### src/rtl/irq_agg_pkg.sv
package irq_agg_pkg;
  localparam int unsigned NUM_SRC  = 8;
  localparam int unsigned DATA_W   = 8;
  localparam int unsigned SYNC_LEN = 2;

  typedef enum logic {
    SEL_MASK = 1'b0,
    SEL_CTRL = 1'b1
  } wr_target_e;

  typedef logic [NUM_SRC-1:0] src_vec_t;
endpackage

### src/rtl/irq_rst_sync.sv
module irq_rst_sync #(
  parameter int unsigned STAGES = 2
) (
  input  logic clk,
  input  logic rst_n,
  output logic rst_n_sync
);
  logic [STAGES-1:0] chain_q;

  always_ff @(posedge clk or negedge rst_n) begin
    if (!rst_n) chain_q <= '0;
    else        chain_q <= {chain_q[STAGES-2:0], 1'b1};
  end

  assign rst_n_sync = chain_q[STAGES-1];
endmodule

### src/rtl/irq_enable_regs.sv
module irq_enable_regs
  import irq_agg_pkg::*;
#(
  parameter int unsigned N  = NUM_SRC,
  parameter int unsigned DW = DATA_W
) (
  input  logic          clk,
  input  logic          rst_n,
  input  logic          wr_en,
  input  logic          wr_sel,
  input  logic [DW-1:0] wr_data,
  output logic [N-1:0]  mask_o,
  output logic          glb_en_o
);
  logic [N-1:0] mask_q, mask_d;
  logic         glb_q, glb_d;
  logic         mask_ce, glb_ce;

  always_comb begin
    mask_ce = wr_en && (wr_target_e'(wr_sel) == SEL_MASK);
    glb_ce  = wr_en && (wr_target_e'(wr_sel) == SEL_CTRL);
    mask_d  = wr_data[N-1:0];
    glb_d   = wr_data[0];
  end

  always_ff @(posedge clk or negedge rst_n) begin
    if (!rst_n)       mask_q <= '0;
    else if (mask_ce) mask_q <= mask_d;
  end

  always_ff @(posedge clk or negedge rst_n) begin
    if (!rst_n)      glb_q <= 1'b0;
    else if (glb_ce) glb_q <= glb_d;
  end

  assign mask_o   = mask_q;
  assign glb_en_o = glb_q;
endmodule

### src/rtl/irq_id_latch.sv
module irq_id_latch #(
  parameter int unsigned N = 8
) (
  input  logic         clk,
  input  logic         rst_n,
  input  logic [N-1:0] event_i,
  input  logic [N-1:0] mask_i,
  input  logic         glb_en_i,
  input  logic         rd_clr_i,
  output logic [N-1:0] flags_o
);
  logic [N-1:0] flag_q, flag_d, accept;

  for (genvar g = 0; g < N; g++) begin : g_src
    always_comb begin
      accept[g] = event_i[g] & mask_i[g] & glb_en_i;
      flag_d[g] = (flag_q[g] & ~rd_clr_i) | accept[g];
    end
  end

  always_ff @(posedge clk or negedge rst_n) begin
    if (!rst_n) flag_q <= '0;
    else        flag_q <= flag_d;
  end

  assign flags_o = flag_q;
endmodule

### src/rtl/irq_aggregator.sv
module irq_aggregator
  import irq_agg_pkg::*;
#(
  parameter int unsigned N      = NUM_SRC,
  parameter int unsigned DW     = DATA_W,
  parameter int unsigned STAGES = SYNC_LEN
) (
  input  logic          clk,
  input  logic          rst_n,
  input  logic [N-1:0]  event_i,
  input  logic          wr_en,
  input  logic          wr_sel,
  input  logic [DW-1:0] wr_data,
  input  logic          rd_id,
  output logic [N-1:0]  rd_data,
  output logic          irq_o
);
  logic         rst_n_sync;
  logic [N-1:0] mask;
  logic         glb_en;
  logic [N-1:0] flags;

  irq_rst_sync #(.STAGES(STAGES)) u_rst (
    .clk(clk), .rst_n(rst_n), .rst_n_sync(rst_n_sync)
  );

  irq_enable_regs #(.N(N), .DW(DW)) u_en (
    .clk(clk), .rst_n(rst_n_sync), .wr_en(wr_en), .wr_sel(wr_sel),
    .wr_data(wr_data), .mask_o(mask), .glb_en_o(glb_en)
  );

  irq_id_latch #(.N(N)) u_id (
    .clk(clk), .rst_n(rst_n_sync), .event_i(event_i), .mask_i(mask),
    .glb_en_i(glb_en), .rd_clr_i(rd_id), .flags_o(flags)
  );

  assign rd_data = flags;
  assign irq_o   = glb_en & (|flags);
endmodule

### config.mk
export PLATFORM = sky130hd
export DESIGN_NAME = irq_aggregator
export DESIGN_NICKNAME = d
export VERILOG_FILES = /design/src/rtl/irq_agg_pkg.sv /design/src/rtl/irq_rst_sync.sv /design/src/rtl/irq_enable_regs.sv /design/src/rtl/irq_id_latch.sv /design/src/rtl/irq_aggregator.sv
export SDC_FILE = /design/constraint.sdc
export NUM_CORES = 1
export LEC_CHECK = 0
export BUFFER_PORTS_ARGS = -buffer_cell sky130_fd_sc_hd__buf_2
export CORE_MARGIN = 2
export CORE_UTILIZATION = 30
export DETAILED_ROUTE_END_ITERATION = 8
export GPL_TIMING_DRIVEN = 0
export SLEW_MARGIN = 25
export SYNTH_ARGS = -nofsm -noshare
export SYNTH_HDL_FRONTEND = slang
export SYNTH_HIERARCHICAL = 1
export SYNTH_SLANG_ARGS = --single-unit
### constraint.sdc
create_clock -name clk -period 0.8 [get_ports clk]
set_input_delay 0.12 -clock clk [delete_from_list [all_inputs] [get_ports clk]]
set_output_delay 0.12 -clock clk [all_outputs]
set_load 0.05 [all_outputs]
==> metrics.md <==
| Metric | Value |
|---|---|
| Status | complete, but fails checks |
| Failing checks | setup timing |
| DRT iter0 DRCs | 11 |
| Die area | 0.003027 mm² |
| Syn Inst Count | 60 |
| Crit end category | output port |
| Area grow syn2layout | 47.60% |
| Unique masters post-synth | 12 |
| RSZ-0062 raised after global routing | true |
| Utilization after layout | 46.52% |
| Die width | 55.02 µm |
| DRC viols | 0 |
| Placed cells | 119 |
| First-pass GRT wire length | 2387 µm |
| Root Driver | clkbuf_4 |
| Worst Setup Start Kind | flop |
| Design area | 0.001152 mm² |
| PwrDens | 2266 mW/mm² |
| Final WS setup | -0.6365 ns |
| Top cells by area, synth | dfrtp_1, mux2_4, nand3_1 |
| Req. time, crit path | 0.68 ns |
| Clock buffer depth | 2 |
| Final hold violations | 0 |
| Placer Congestion | 0.6177 |
| Max Cap Viol | 0 |
| Clock-pin slew on the worst setup and hold paths | 0.11 ns |
| Clock sink total | 19 |
| Syn. warnings | 6 |
| IO Count | 30 |
| CTS Buf Count | 3 |
| Avg Vias per Cell | 4.391 |
| CP arrival | 1.32 ns |
| Core area | 0.002477 mm² |
| GRT overflow | 0 |
| Port Buffer Count | 29 |
| Detailed Route WL | 1556 µm |
| Pre-CTS WS | -0.3929 ns |
| Fin nets | 120 |
| CTS tree | yes |
| Cell area after synthesis | 780.7 µm² |
| Setup crit start | u_id/flags_o[2]$_DFF_PN0_ |
| Vias in the first global route | 533 |
| R2R Path Start | u_en/glb_en_o$_DFFE_PN0P_ |
| WS Path Type | reg -> out |
| Diode count | 0 |
| Pre-antenna DRT Iters | 4 |
| Leading area contributor after synthesis | dfrtp_1 |
| Largest net degree at the start of global routing | 18 |
| Initial core utilization | 31.52% |
| Max Clk Rate | 696.1 MHz |
| Clock Skew | 0.01254 ns |
| H-Tree Depth | 1 |
| Die height | 55.02 µm |
| Post-synthesis register bit count | 19 |
| Hold_sp | wr_data[1] |
| Fin crit period | 1.437 ns |
| Hold Crit Class | in -> reg |
| DR vias | 562 |
| Final setup viols | 17 |
| Tcrit/Tclk final | 179.6% |
| Fin. max-slew vios | 0 |
| Avg Inst Size Synth | 13.01 µm² |
| Layout cells sized above 1 | 63.27% |
| DR WL/cell | 12.16 µm |
| Final ANT Viol Nets | 0 |
| Initial antenna violation count | 0 |
| Yosys top cell area share | 60.90% |
| Worst vdd ir | 1.004 mV |
| FP Rows | 18 |
| Sequential share of the synthesized area | 60.90% |
| Syn Nets | 81 |
| Clock Latency Late Sink | 0.30 ns |
| Critical path peak fanout | 2 |
| Worst hold slack | 0.04482 ns |
| Detailed Place HPWL | 1213 µm |
| Leak | 0.5516 nW |
| Non-Filler Instances | 128 |
| DP Area | 0.001015 mm² |
| All-Layer GR Usage | 11.77% |
## sequential cells by signal, summed over array words and instances (netlist names)
name           count
u_en/mask_o        8
u_id/flags_o       8
u_rst/chain_q      2
u_en/glb_en_o      1
## cells by family after synthesis
| logic type | Yosys count | share of synthesized area [%] |
|---|---|---|
| buffers and inverters | 10 | 6.731 |
| other | 1 | 0.4803 |
| AO/OA/AOI/OAI | 9 | 6.090 |
| AND/OR/NAND/NOR | 12 | 8.973 |
| multiplexers | 9 | 16.83 |
| flip-flops | 19 | 60.90 |
## through the flow
stage	setup TNS, ns	total power, mW
floorplan	-0.3441	1.788
global placement	-1.369	1.961
detailed placement	-1.469	1.989
CTS	-2.769	2.586
global route	-4.181	2.752
finish	-3.541	2.612
## cell usage after synthesis (all sizes together)
library cell	number
nand3	8
a21boi	1
nor2b	1
conb	1
nor4	2
buf	2
o21ai	8
mux2	9
inv	8
nand2	1
dfrtp	19
## cell usage in the layout (no fill, tap or decap)
cell type,n
clkinv_2,1
conb_1,1
dlygate4sd3_1,1
a21boi_4,1
buf_4,4
clkbuf_4,3
o21ai_1,8
dfrtp_2,9
nand3_2,1
inv_1,8
nor2b_4,1
nand2_1,1
nor4_4,2
mux2_4,9
nand3_1,7
buf_2,20
dfrtp_1,10
buf_6,10
buf_8,1
## critical path, stage by stage, from the launching register on
cell and delay (ns):
dfrtp_2 0.43, nor4_4 0.35, a21boi_4 0.09, buf_6 0.16
## per-layer routing
layer / global-route usage [%] / up-vias / part of all wire, %
met5: 0 / - / 0
met4: 8.537 / 0 / 1.6
met3: 1.613 / 2 / 5.8
met2: 19.05 / 19 / 48
met1: 14.26 / 263 / 45
li1: - / 278 / -
## final timing paths
path | slack (ns) | end | cells past startpoint
setup / recovery | -0.64 | irq_o | 3
hold / removal | 0.04 | u_en/mask_o[1]$_DFFE_PN0P_ | 2
setup reg to reg | -0.12 | u_id/flags_o[3]$_DFF_PN0_ | 4
hold reg to reg | 0.16 | u_en/mask_o[7]$_DFFE_PN0P_ | 0
max in group asynchronous | 0.34 | u_id/flags_o[6]$_DFF_PN0_ | 0
min in group asynchronous | 0.13 | u_rst/chain_q[1]$_DFF_PN0_ | 2
## where the power goes
group          leakage [nW]  internal, mW  switching (mW)  total, mW
registers             0.221          1.11           0.150       1.26
logic                 0.312         0.433           0.452      0.885
clock network        0.0177         0.186           0.285      0.471
total                 0.552          1.72           0.887       2.61
## timing repair
action / in CTS / in global routing
setup endpoints to repair: 20 / 19
endpoints found under the hold margin: 2 / 0
cloned: 0 / 0
hold buffers: 1 / 0
gates resized for setup: 24 / 5
pin swaps: 2 / 2
setup buffers: 1 / 3
## layout make-up
| class | count | area [µm²] |
|---|---|---|
| Sequential cell | 19 | 486.7 |
| Inverter | 8 | 30.03 |
| Multi-Input combinational cell | 31 | 302.8 |
| Clock buffer | 3 | 22.52 |
| Tap cell | 30 | 37.54 |
| Fill cell | 253 | 1325 |
| Timing Repair Buffer | 34 | 245.2 |
| Clock inverter | 1 | 5.005 |
| Buffer | 2 | 22.52 |
No activity file was read; power rests on OpenSTA's default activity.
